## src/rtl/arb_pkg.sv

```systemverilog
package arb_pkg;
    typedef enum logic {
        ARB_IDLE = 1'b0,
        ARB_BUSY = 1'b1
    } arb_phase_e;
endpackage

```

## src/rtl/arb_pick.sv

```systemverilog
module arb_pick #(
    parameter int N_CH   = 8,
    parameter int PRIO_W = 3,
    localparam int IDX_W = $clog2(N_CH)
) (
    input  logic [N_CH-1:0]        req,
    input  logic [N_CH*PRIO_W-1:0] prio,
    output logic [IDX_W-1:0]       win_idx,
    output logic                   win_any
);
    logic [PRIO_W-1:0] best_lvl;

    // Scan from channel 0 upward; a strict "greater" keeps the lower index on ties.
    always_comb begin
        win_idx  = '0;
        win_any  = 1'b0;
        best_lvl = '0;
        for (int i = 0; i < N_CH; i++) begin
            if (req[i] && (!win_any || prio[i*PRIO_W +: PRIO_W] > best_lvl)) begin
                win_any  = 1'b1;
                best_lvl = prio[i*PRIO_W +: PRIO_W];
                win_idx  = IDX_W'(i);
            end
        end
    end
endmodule

```

## src/rtl/arb_decode.sv

```systemverilog
module arb_decode #(
    parameter int N_CH = 8,
    localparam int IDX_W = $clog2(N_CH)
) (
    input  logic [IDX_W-1:0] idx,
    input  logic             en,
    output logic [N_CH-1:0]  onehot
);
    for (genvar g = 0; g < N_CH; g++) begin : g_bit
        assign onehot[g] = en && (idx == IDX_W'(g));
    end
endmodule

```

## src/rtl/prio_bus_arbiter.sv

```systemverilog
module prio_bus_arbiter
    import arb_pkg::*;
#(
    parameter int N_CH   = 8,
    parameter int PRIO_W = 3,
    localparam int IDX_W = $clog2(N_CH)
) (
    input  logic                   clk,
    input  logic                   rst_n,
    input  logic [N_CH-1:0]        req,
    input  logic [N_CH*PRIO_W-1:0] prio,
    input  logic [N_CH-1:0]        fill_run,
    input  logic                   xfer_done,
    input  logic                   freeze,
    output logic [N_CH-1:0]        gnt,
    output logic [IDX_W-1:0]       gnt_idx,
    output logic                   gnt_valid
);
    typedef struct packed {
        arb_phase_e       phase;
        logic             locked;
        logic [IDX_W-1:0] idx;
    } arb_state_t;

    arb_state_t st_d, st_q;
    logic [IDX_W-1:0] win_idx;
    logic             win_any;
    logic             arb_point;
    logic             keep_run;

    arb_pick #(.N_CH(N_CH), .PRIO_W(PRIO_W)) u_pick (
        .req     (req),
        .prio    (prio),
        .win_idx (win_idx),
        .win_any (win_any)
    );

    always_comb begin
        st_d      = st_q;
        arb_point = (st_q.phase == ARB_IDLE) || xfer_done;
        keep_run  = (st_q.phase == ARB_BUSY) && xfer_done && st_q.locked && req[st_q.idx];
        if (arb_point && !keep_run) begin
            if (!freeze && win_any) begin
                st_d.phase  = ARB_BUSY;
                st_d.locked = fill_run[win_idx];
                st_d.idx    = win_idx;
            end else begin
                st_d.phase  = ARB_IDLE;
                st_d.locked = 1'b0;
                st_d.idx    = '0;
            end
        end
    end

    always_ff @(posedge clk or negedge rst_n) begin
        if (!rst_n) begin
            st_q <= '{phase: ARB_IDLE, locked: 1'b0, idx: '0};
        end else begin
            st_q <= st_d;
        end
    end

    assign gnt_valid = (st_q.phase == ARB_BUSY);
    assign gnt_idx   = st_q.idx;

    arb_decode #(.N_CH(N_CH)) u_dec (
        .idx    (st_q.idx),
        .en     (gnt_valid),
        .onehot (gnt)
    );

    // Grant held between done strobes (no preemption)
    assert_no_preempt_R5: assert property (@(posedge clk) disable iff (!rst_n)
        (gnt_valid && !xfer_done) |=> (gnt_valid && $stable(gnt_idx)));

    // Fill run survives a done strobe while still requesting
    assert_fill_hold_R7: assert property (@(posedge clk) disable iff (!rst_n)
        (gnt_valid && st_q.locked && xfer_done && req[gnt_idx]) |=> (gnt_valid && $stable(gnt_idx)));

    // Freeze in idle blocks new grants
    assert_freeze_idle_R8: assert property (@(posedge clk) disable iff (!rst_n)
        (!gnt_valid && freeze) |=> !gnt_valid);

    // Idle with no requests stays idle
    assert_no_req_idle_R9: assert property (@(posedge clk) disable iff (!rst_n)
        (!gnt_valid && (req == '0)) |=> !gnt_valid);

    // Idle with a request and no freeze produces a grant next cycle
    assert_grant_issued_R4: assert property (@(posedge clk) disable iff (!rst_n)
        (!gnt_valid && !freeze && (req != '0)) |=> gnt_valid);

    // Grant vector shape
    assert_gnt_shape_R10: assert property (@(posedge clk) disable iff (!rst_n)
        gnt_valid ? ($countones(gnt) == 1 && gnt[gnt_idx]) : (gnt == '0));
endmodule

```

## config.mk

```make
export PLATFORM = sky130hd
export DESIGN_NAME = prio_bus_arbiter
export DESIGN_NICKNAME = d
export VERILOG_FILES = /design/src/rtl/arb_pkg.sv /design/src/rtl/arb_pick.sv /design/src/rtl/arb_decode.sv /design/src/rtl/prio_bus_arbiter.sv
export SDC_FILE = /design/constraint.sdc
export NUM_CORES = 1
export LEC_CHECK = 0
export BUFFER_PORTS_ARGS = -buffer_cell sky130_fd_sc_hd__buf_2
export CAP_MARGIN = 20
export CORE_MARGIN = 5
export CORE_UTILIZATION = 45
export DETAILED_ROUTE_END_ITERATION = 12
export PLACE_DENSITY = 0.85
export SLEW_MARGIN = 20
export SYNTH_ARGS = -nofsm -noshare
export SYNTH_HDL_FRONTEND = slang
export SYNTH_SLANG_ARGS = --single-unit
```

## constraint.sdc

```tcl
create_clock -name clk -period 2.4 [get_ports clk]
set_input_delay 0.36 -clock clk [delete_from_list [all_inputs] [get_ports clk]]
set_output_delay 0.36 -clock clk [all_outputs]
set_load 0.01 [all_outputs]
```

Word-level counts from Yosys, hierarchy flattened --
Index checks and enable logic that the tools add are counted.
Storage, ports and cells: flip-flop bits (word level) 5, bits in latches 0, bits in writable memories 0, ROM bits 0, memories 0
Cells by class: $add $sub $neg 0, multiply operators 0, divide/modulo/power cells 0, order comparisons 9, equality and inequality tests 7, shifts and indexed selects 0, mux-type cells 27, bitwise logic cells 1, reduce and logical (&&, ||, !) cells 38
Operators with widths (count):
- $mux 3 | 11
- $gt 3x3->1 | 7
- $logic_and 1x1->1 | 20
- $eq 3x3->1 const B | 4
- $mux 1 | 11
- $logic_not 1->1 | 9
- $logic_or 1x1->1 | 8
- $lt 3x4->1 const B | 2
- $bmux 1 s3 | 2
- $eq 3x2->1 const B | 2
- $mux 5 | 1
- $mux 2 | 2
- $eq 3x1->1 const B | 1
- $logic_not 3->1 | 1
- $not 1->1 | 1

Longest topological paths before layout --
Gate-level depths: netlist of the first run.
word-level depth 32, gate-level depth with buffers 46

Hierarchy --
From an unflattened synthesis of the first run, not the netlist that was laid out.
Second synthesis, totals: cell total of the unflattened synthesis 180, area, all modules 1486.4 µm²
Modules (own cells, without submodules):
- arb_pick | times used 1, cells an instance 138, area an instance 997.2 µm², seq. area each 0.0 µm²
- prio_bus_arbiter | times used 1, cells an instance 34, area an instance 392.9 µm², seq. area each 125.1 µm²
- arb_decode | times used 1, cells an instance 8, area an instance 96.3 µm², seq. area each 0.0 µm²

Worst setup path before layout of the first run --
Ideal clock, no wire load.
kind input-to-reg, start point input port req[0], end point register st_q[3] (netlist bit), arrival time 8318 ps, path slack -6044 ps, cell stages on the path 44, buffers on the path 1, cells stage by stage buf_6 > nand2_1 > ha_1 > and3b_1 > o21ai_0 > o211ai_1 > and2_1 > ha_1 > and3b_1 > o311ai_4 > nor2_1 > a31oi_1 > inv_1 > ha_1 > a21oi_1 > a21oi_1 > o21ai_1 > mux2i_1 > [... 8 more ...] > a21oi_1 > a21oi_1 > o21ai_2 > mux2i_1 > ha_1 > a211oi_1 > o21ai_2 > nand2_4 > mux2_2 > ha_1 > nand3_1 > o21ai_0 > o21ai_0 > a22oi_1 > o21ai_2 > a211oi_1 > a211oi_2 > a221o_1
On the way: word-level cells in the longest chain between the ends 32, elaborated cells on any way between the ends 59, those cells by class order compare: 7; mux: 27; reduce/logical: 25
Ends and longest elaborated chain:
- start, declared | RTL line prio_bus_arbiter.sv:10 | input logic [N_CH-1:0] req,
- $mux 3 or $mux 1 (tied branches) | RTL line arb_pick.sv:19 | if (req[i] && (!win_any || prio[i*PRIO_W +: PRIO_W] > best_lvl)) begin
- $gt 3x3->1 or $logic_not 1->1 (tied branches) | RTL line arb_pick.sv:19
- $logic_or 1x1->1 | RTL line arb_pick.sv:19
- $logic_and 1x1->1 | RTL line arb_pick.sv:19
- $mux 3 or $mux 1 (tied branches) | RTL line arb_pick.sv:19
- $gt 3x3->1 or $logic_not 1->1 (tied branches) | RTL line arb_pick.sv:19
- $logic_or 1x1->1 | RTL line arb_pick.sv:19
- $logic_and 1x1->1 | RTL line arb_pick.sv:19
- [... 16 more ...]
- $mux 3 or $mux 1 (tied branches) | RTL line arb_pick.sv:19
- $gt 3x3->1 or $logic_not 1->1 (tied branches) | RTL line arb_pick.sv:19
- $logic_or 1x1->1 | RTL line arb_pick.sv:19
- $logic_and 1x1->1 | RTL line arb_pick.sv:19
- $mux 3 | RTL line arb_pick.sv:19
- $bmux 1 s3 | RTL line prio_bus_arbiter.sv:45 | st_d.locked = fill_run[win_idx];
- $mux 1 (implied by the code) | RTL line prio_bus_arbiter.sv:45
- $mux 5 | RTL line prio_bus_arbiter.sv:43 | if (!freeze && win_any) begin
- end signal, assigned | RTL line prio_bus_arbiter.sv:57 | st_q <= '{phase: ARB_IDLE, locked: 1'b0, idx: '0};
- end signal, assigned | RTL line prio_bus_arbiter.sv:59 | st_q <= st_d;
- end, declared | RTL line prio_bus_arbiter.sv:25 | arb_state_t st_d, st_q;
Several ways; a longest one is shown, not always the timed one. The select of a mux whose other input is x is not followed. A chain may end at the register's enable or synchronous reset.

Final worst setup path of the first run --
Same ends and word-level chain as after synthesis.

==> flow_metrics.py, run 1 <==
metrics = {
    "synthesis": {
        "synth-seq-cells": 5,
        "syn-num-nets": 231,
        "synth.most_common_cell": "ha_1",
        "synth_edf_count": 0,
        "syn_area_sq_mm": 0.001361,
        "ys_top_cells_by_count": "ha_1, inv_1, nor2_1, nand2_1, mux2i_1",
        "synth.area.top_cells": "ha_1, dfrtp_1, mux2i_1",
        "synthArstFlopShare_pct": 100.0,
        "synth_ff_type": "dfrtp_1",
        "avgSynthCellArea_sq_um": 8.201,
        "yosysWarnings": 0,
        "synth_top_area_share_pct": 19.30,
        "ys_types": 48,
        "syn-instance-count": 166,
        "synth-seq-area-share_pct": 9.191,
        "yosysTopAreaCell": "ha_1",
    },
    "drt": {
        "wl_microns": 8021,
        "vias_per_cell": 6.700,
        "via_count": 2211,
        "drc": 0,
        "drt_pass1_iterations": 5,
        "wl_per_cell_microns": 24.31,
        "first_iter_violations": 205,
        "ant_nets": 0,
    },
    "pwr": {
        "p_leak_uw": 0.001336,
        "ir_worst_vdd_mv": 0.6045,
        "power.density_mw_per_mm2": 869.6,
        "design_power_total_uw": 2370,
    },
    "placed_design": {
        "placed_cell_area_sq_mm": 0.002238,
        "hpwlAfterDp_microns": 3747,
        "io_buffers": 55,
        "finalWeightedCongestion": 0.8654,
    },
    "die": {
        "die_area_sq_mm": 0.004225,
        "core_area_sq_mm": 0.002978,
        "start_util_pct": 45.71,
        "io_pins": 56,
        "fp.dieW_microns": 65,
        "die_h_microns": 65,
        "rows": 20,
    },
    "critical_path": {
        "r2r_cells": 8,
        "worstPathArrival_ns": 9.00,
        "slowest_delay_ns": 0.41,
        "setup.worst_path.class": "in2reg",
        "worst_path_max_delay_cell": "o311ai_4",
        "cp_max_fo": 6,
        "r2r-start": "gnt_idx[0]",
        "cp-start-kind": "primary input",
        "worstReg2RegEnd": "st_q[3]",
        "reg2reg_setup_slack_ns": 0.07,
        "end_kind": "flop",
        "timing.critical_path.mode_cell": "ha_4",
        "cp.required_ns": 2.53,
    },
    "finish": {
        "fillers": 120,
        "multiInputGateArea_sq_mm": 0.001568,
        "regArea_sq_um": 125.1,
        "final_core_util_pct": 91.51,
        "drive_above_1_share_pct": 71.38,
        "area_growth_pct": 100.2,
        "diodes": 0,
        "design_area_sq_mm": 0.002725,
        "num-nets-final": 363,
    },
    "hold_path": {
        "hp-class": "in2async",
    },
    "grt": {
        "grt_pass1_vias": 1984,
        "antenna_found_initial": 0,
        "grt_overflow_total": 0,
        "grt_max_degree": 11,
        "grt.total_usage_pct": 27.33,
        "grt_pass1_wl_microns": 9025,
    },
    "timing": {
        "fin_crit_sh_pct": 369.6,
        "finalWorstSetupSlack_ns": -6.471,
        "rsz0062_at_grt": "true",
        "finalSetupTns_ns": -25.25,
        "slew_viol_final": 0,
        "whs_ns": 0.4630,
        "final.setup_skew_ns": 0.002787,
        "hold_viol": 0,
        "fmax_ghz": 0.1127,
        "finalCriticalPeriod_ns": 8.871,
        "maxSlewHeadroom_pct": 64.21,
        "tightest_slew_ns": 0.5357,
        "setup_violations": 5,
    },
    "cts": {
        "cts-htree-levels": 1,
        "root_buffer": "clkbuf_4",
        "cts_tree": "done",
        "cts_sinks": 5,
        "clkTransAtPathRegs_ns": 0.04,
        "cts_buffers": 3,
        "clkLatencyLatePin_ns": 0.25,
        "cts_max_path_buffers": 2,
    },
    "flow_run": {
        "maxCapViolCount": 0,
    },
    "status": {
        "status": "complete, but fails checks",
        "violations": "negative setup slack",
    },
}
==> metrics by stage <==
stage | std cells | setup WS (ns)
2_1_floorplan | 166 | -5.630
5_1_grt | 330 | -6.622
3_5_place_dp | 299 | -6.093
4_1_cts | 318 | -5.687
6_report | 330 | -6.471
3_3_place_gp | 299 | -5.883
==> metal layers <==
metal | part of all wire [%] | GRT usage [%] | vias up
met5 | 0 | 0 | -
met4 | 9.7 | 15.83 | 0
met3 | 8.9 | 3.120 | 89
met2 | 47 | 49.68 | 214
met1 | 34 | 30.25 | 1022
li1 | - | - | 886
==> worst max-delay path: cells and delay by family <==
kind,cells,cell delay [ns]
buffers and inverters,4,0.47
multiplexers,6,1.54
AO/OA/AOI/OAI,16,3.30
AND/OR/NAND/NOR,10,1.63
adder cells (fa/ha/maj),7,1.66
==> sequential cells by signal, indices dropped and copies added, names as in the netlist <==
signal and flops:
gnt_idx 3, gnt_valid 1, st_q 1
==> how the worst max path moves through the flow <==
stage / start / end / slack [ns] / cells after the start
after floorplan: req[0] / st_q[3] / -5.63 / 43
final: req[0] / st_q[3] / -6.47 / 43
after global routing: req[0] / st_q[3] / -6.62 / 45
after detailed placement: req[0] / st_q[3] / -6.09 / 45
after global placement: req[0] / st_q[3] / -5.88 / 45
after CTS: req[0] / st_q[3] / -5.69 / 44
==> cells in the final DEF, fill, tap and decap left out, types with 3 or more instances in the layout <==
master and count:
buf_4 72, buf_2 52, inv_1 15, ha_4 14, nor2_1 13, nand2_1 10
ha_1 7, buf_6 7, a21o_1 5, o21ai_2 5, a21oi_2 5, dfrtp_1 5
nand2_4 4, o211ai_1 4, mux2i_2 4, mux2_4 4, nand2b_1 4, mux2i_1 4
and2_4 3, nand4_1 3, nand3_1 3, nand3_2 3, a31oi_2 3, nor3_1 3
o21ai_4 3, a211oi_2 3, clkbuf_4 3
==> repair_timing <==
action | CTS | global route
endpoints found under the setup margin | 4 | 4
resized for setup | 18 | 31
cloned | 0 | 0
pin swaps | 30 | 22
buffers inserted | 14 | 13
endpoints found under the hold margin | 5 | 0
hold buffers | 1 | 0
==> power by group <==
| group | total, uW | internal (uW) | switching [uW] |
|---|---|---|---|
| Combinational | 2100 | 1100 | 996 |
| Clock | 100 | 63.0 | 37.4 |
| Sequential | 173 | 117 | 55.7 |
==> cell families after synthesis <==
| logic type | after synthesis | share of synthesized area, % |
|---|---|---|
| and+or+nand+nor | 60 | 24.17 |
| DFF | 5 | 9.191 |
| buffers and inverters | 22 | 7.536 |
| adders and majority gates | 21 | 19.30 |
| AOI/OAI and AO/OA | 43 | 25.65 |
| muxes | 15 | 14.15 |
==> layout make-up <==
class                   count  share of cell area (%)
repair buffers            133                   33.20
inverters                  16                   2.204
clock buffers               4                  0.9642
well taps                  33                   1.515
multi-input cells         139                   57.53
flip-flops and latches      5                   4.591
(Power assumes the default switching activity.)
==> run 2: changes to the inputs <==
--- a/config.mk
+++ b/config.mk
@@ -11,6 +11,7 @@
 export CORE_UTILIZATION = 45
 export DETAILED_ROUTE_END_ITERATION = 12
 export PLACE_DENSITY = 0.85
+export RECOVER_POWER = 100
 export SLEW_MARGIN = 20
 export SYNTH_ARGS = -nofsm -noshare
 export SYNTH_HDL_FRONTEND = slang
==> flow_metrics.py, run 2 (same netlist as run 1, synthesis figures left out) <==
metrics = {
    "timing": {
        "finalCriticalPeriod_ns": 8.864,
        "rsz0062_at_grt": "true",
        "fin_crit_sh_pct": 369.3,
        "tightest_slew_ns": 0.5322,
        "whs_ns": 0.4977,
        "final.setup_skew_ns": 0.001490,
        "finalSetupTns_ns": -25.23,
        "slew_viol_final": 0,
        "finalWorstSetupSlack_ns": -6.464,
        "setup_violations": 5,
        "fmax_ghz": 0.1128,
        "hold_viol": 0,
        "maxSlewHeadroom_pct": 64.44,
    },
    "cts": {
        "cts_buffers": 3,
        "root_buffer": "clkbuf_4",
        "clkLatencyLatePin_ns": 0.25,
        "cts_sinks": 5,
        "cts_max_path_buffers": 2,
        "cts_tree": "done",
        "cts-htree-levels": 1,
        "clkTransAtPathRegs_ns": 0.04,
    },
    "die": {
        "start_util_pct": 45.71,
        "die_h_microns": 65,
        "die_area_sq_mm": 0.004225,
        "core_area_sq_mm": 0.002978,
        "rows": 20,
        "fp.dieW_microns": 65,
        "io_pins": 56,
    },
    "finish": {
        "num-nets-final": 363,
        "diodes": 0,
        "final_common_cell": "buf_4",
        "fin_cells": 330,
        "area_growth_pct": 98.53,
        "mostFrequentLayoutCells": "buf_4, buf_2, inv_1, clkbuf_1, ha_4",
        "drive_above_1_share_pct": 66.67,
        "largest_reg_flops": 3,
    },
    "critical_path": {
        "end_kind": "flop",
        "timing.critical_path.mode_cell": "ha_4",
        "setup.worst_path.class": "in2reg",
        "cp-start-kind": "primary input",
        "worstPathArrival_ns": 9.00,
        "cp_max_fo": 6,
        "cp.required_ns": 2.53,
        "crit_family": "compound AO/OA/AOI/OAI gates",
        "r2r_cells": 8,
        "cp.depth": 43,
        "worst_path_max_delay_cell": "o311ai_4",
        "slowest_delay_ns": 0.41,
        "crit_buf_inv": 4,
    },
    "drt": {
        "vias_per_cell": 6.530,
        "ant_nets": 0,
        "via_count": 2155,
        "drc": 0,
        "wl_per_cell_microns": 24.44,
        "drt_pass1_iterations": 6,
        "wl_microns": 8065,
        "first_iter_violations": 296,
    },
    "grt": {
        "grt_overflow_total": 0,
        "grt.total_usage_pct": 27.33,
        "grt_pass1_vias": 1984,
        "grt_max_degree": 11,
        "grt_pass1_wl_microns": 9025,
        "antenna_found_initial": 0,
    },
    "pwr": {
        "p_leak_uw": 0.001284,
        "ir_worst_vdd_mv": 0.6074,
        "power.density_mw_per_mm2": 869.9,
    },
    "placed_design": {
        "dp.cells": 299,
        "hpwlAfterDp_microns": 3747,
        "io_buffers": 55,
        "finalWeightedCongestion": 0.8654,
        "dpl_worst_slack_ns": -6.093,
    },
    "status": {
        "status": "complete, but fails checks",
        "violations": "negative setup slack",
    },
    "hold_path": {
        "hp-class": "in2async",
    },
    "flow_run": {
        "maxCapViolCount": 0,
    },
}
-- run 2: cell types whose count changed in the layout (fill, tap and decap cells not counted) --
| cell | delta |
|---|---|
| buf_4 | -2 |
| buf_2 | -12 |
| clkbuf_1 | +14 |
-- run 2: worst paths after layout --
| kind | slack, ns | from | to |
|---|---|---|---|
| max | -6.46 | req[0] | st_q[3] |
| min | 0.50 | rst_n | gnt_valid |
| max reg2reg | 0.09 | gnt_idx[0] | st_q[3] |
| min reg2reg | 0.52 | st_q[3] | st_q[3] |
| max in group asynchronous | 1.68 | rst_n | st_q[3] |
| min in group clk | 0.52 | st_q[3] | st_q[3] |
-- run 2: timing repair --
action | 4_1_cts | 5_1_grt
endpoints found under the setup margin | 4 | 4
gates resized for setup | 18 | 31
hold endpoints to repair | 5 | 0
hold buffers | 1 | 0
setup buffers | 14 | 13
pin swaps | 30 | 22
-- run 2: cell type report --
class	count	area [sq um]
inverters	16	60.06
flip-flops and latches	5	125.1
multi-input cells	139	1568
fillers	127	275.3
repair buffers	133	882.1
well taps	33	41.29
clock buffers	4	26.28
-- run 2: layer usage --
metal  track usage (%)  vias up  routed length [microns]
li1                  -      883                        -
met1             30.25      987                     2811
met2             49.68      211                     3850
met3             3.120       74                      731
met4             15.83        0                      671
met5                 0        -                        0
-- run 2: where the power goes --
group / internal, uW / total, uW / switching (uW)
logic: 1080 / 2080 / 998
clock network: 63.1 / 102 / 39.0
registers: 117 / 173 / 55.5
total: 1260 / 2350 / 1090
-- run 2: stage by stage --
| stage | power (uW) | area, sq um | utilization (%) |
|---|---|---|---|
| final | 2351 | 2703 | 90.76 |
| after detailed placement | 1633 | 2238 | 75.17 |
| after floorplan | 1167 | 1590 | - |
| after global placement | 1575 | 2238 | 75.17 |
| after global routing | 2459 | 2703 | 90.76 |
| after CTS | 1899 | 2459 | 82.56 |
==> run 3: changes to the inputs <==
--- a/config.mk
+++ b/config.mk
@@ -16,3 +16,4 @@
 export SYNTH_ARGS = -nofsm -noshare
 export SYNTH_HDL_FRONTEND = slang
 export SYNTH_SLANG_ARGS = --single-unit
+export TNS_END_PERCENT = 50
==> flow_metrics.py, run 3 (same netlist as run 1, synthesis figures left out) <==
metrics = {
    "die": {
        "rows": 20,
        "start_util_pct": 45.71,
        "fp.dieW_microns": 65,
        "die_h_microns": 65,
        "die_area_sq_mm": 0.004225,
        "io_pins": 56,
        "core_area_sq_mm": 0.002978,
    },
    "status": {
        "status": "complete, but fails checks",
        "violations": "negative setup slack",
    },
    "grt": {
        "grt.total_usage_pct": 28.54,
        "antenna_found_initial": 0,
        "grt_max_degree": 10,
        "grt_pass1_vias": 1969,
        "grt_overflow_total": 0,
        "grt_pass1_wl_microns": 9183,
    },
    "cts": {
        "clkLatencyLatePin_ns": 0.26,
        "clkTransAtPathRegs_ns": 0.05,
        "root_buffer": "clkbuf_4",
        "cts_sinks": 5,
        "cts_max_path_buffers": 2,
        "cts-htree-levels": 1,
        "cts_tree": "done",
        "cts_buffers": 3,
    },
    "hold_path": {
        "hp-class": "in2async",
    },
    "critical_path": {
        "cp.required_ns": 2.54,
        "cp-startpoint": "req[0]",
        "timing.critical_path.mode_cell": "ha_4",
        "worstPathArrival_ns": 8.67,
        "r2r-start": "gnt_idx[0]",
        "end_kind": "flop",
        "slowest_delay_ns": 0.41,
        "setup.worst_path.class": "in2reg",
        "cp_max_fo": 6,
        "worst_path_max_delay_cell": "o311ai_4",
        "cp-start-kind": "primary input",
    },
    "timing": {
        "hold_viol": 0,
        "finalCriticalPeriod_ns": 8.528,
        "slew_viol_final": 0,
        "maxSlewHeadroom_pct": 66.19,
        "finalSetupTns_ns": -23.72,
        "rsz0062_at_grt": "true",
        "fmax_ghz": 0.1173,
        "setup_violations": 5,
        "final.setup_skew_ns": 0.003836,
        "fin_crit_sh_pct": 355.3,
        "tightest_slew_ns": 0.5061,
        "finalWorstSetupSlack_ns": -6.128,
        "whs_ns": 0.5029,
    },
    "placed_design": {
        "dp.cells": 303,
        "finalWeightedCongestion": 0.8974,
        "hpwlAfterDp_microns": 3739,
        "io_buffers": 55,
    },
    "drt": {
        "vias_per_cell": 5.840,
        "wl_microns": 6652,
        "ant_nets": 0,
        "drt_pass1_iterations": 5,
        "wl_per_cell_microns": 20.53,
        "via_count": 1892,
        "drc": 0,
        "first_iter_violations": 151,
    },
    "finish": {
        "final_core_util_pct": 90.29,
        "largest_reg_flops": 3,
        "area_growth_pct": 97.52,
        "final_common_cell": "buf_4",
        "num-nets-final": 357,
        "mostFrequentLayoutCells": "buf_4, buf_2, inv_1, ha_4, clkbuf_1",
        "diodes": 0,
        "drive_above_1_share_pct": 67.01,
        "fin_cells": 324,
    },
    "flow_run": {
        "maxCapViolCount": 0,
    },
    "pwr": {
        "ir_worst_vdd_mv": 0.4650,
        "power.density_mw_per_mm2": 798.0,
        "p_leak_uw": 0.001260,
    },
}
==> run 3: area by class of cell <==
| cell class | count | area [sq um] |
|---|---|---|
| clock buffers | 4 | 26.28 |
| fillers | 119 | 289.0 |
| inverters | 16 | 60.06 |
| multi-input cells | 139 | 1595 |
| flip-flops and latches | 5 | 125.1 |
| well taps | 33 | 41.29 |
| repair buffers | 127 | 840.8 |
==> run 3: timing repair <==
action                                  CTS  global route
gates resized for setup                  33            23
buffers inserted                          9             7
hold endpoints to repair                  5             0
endpoints found under the setup margin    4             4
hold buffers                              1             0
pin swaps                                16            28
==> run 3: metrics by stage <==
step	instance area [sq um]	setup WS, ns	total power, uW
6_report	2689	-6.128	2146
5_1_grt	2689	-6.392	2279
3_3_place_gp	2250	-5.839	1525
4_1_cts	2531	-5.635	1866
3_5_place_dp	2250	-6.254	1589
2_1_floorplan	1572	-5.633	1142
==> run 3: critical path, delay by kind of cell <==
family | cells | cell delay, ns
and+or+nand+nor | 11 | 1.40
buffers and inverters | 2 | 0.30
muxes | 5 | 1.25
AOI/OAI and AO/OA | 17 | 3.49
adders and majority gates | 7 | 1.84
==> run 3: layer usage <==
layer,part of all wire [%],up-vias,GRT usage [%]
met4,4.2,0,14.25
met5,0,-,0
met3,5.6,24,5.026
li1,-,874,-
met2,51,92,55.04
met1,39,902,28.84
==> run 3: power by group <==
group / internal (uW) / switching (uW) / leakage (uW)
combinational: 968 / 893 / 0.00118
clock: 63.5 / 45.1 / 0.0000150
sequential: 117 / 59.4 / 0.0000624
==> run 3: final timing paths <==
path / to / slack [ns] / cells past startpoint
worst max register to register: st_q[3] / 0.08 / 8
worst min-delay path: gnt_idx[1] / 0.50 / 2
min in group clk: st_q[3] / 0.57 / 1
worst min register to register: st_q[3] / 0.57 / 1
max in group asynchronous: gnt_idx[0] / 1.67 / 2
worst max-delay path: st_q[3] / -6.13 / 42
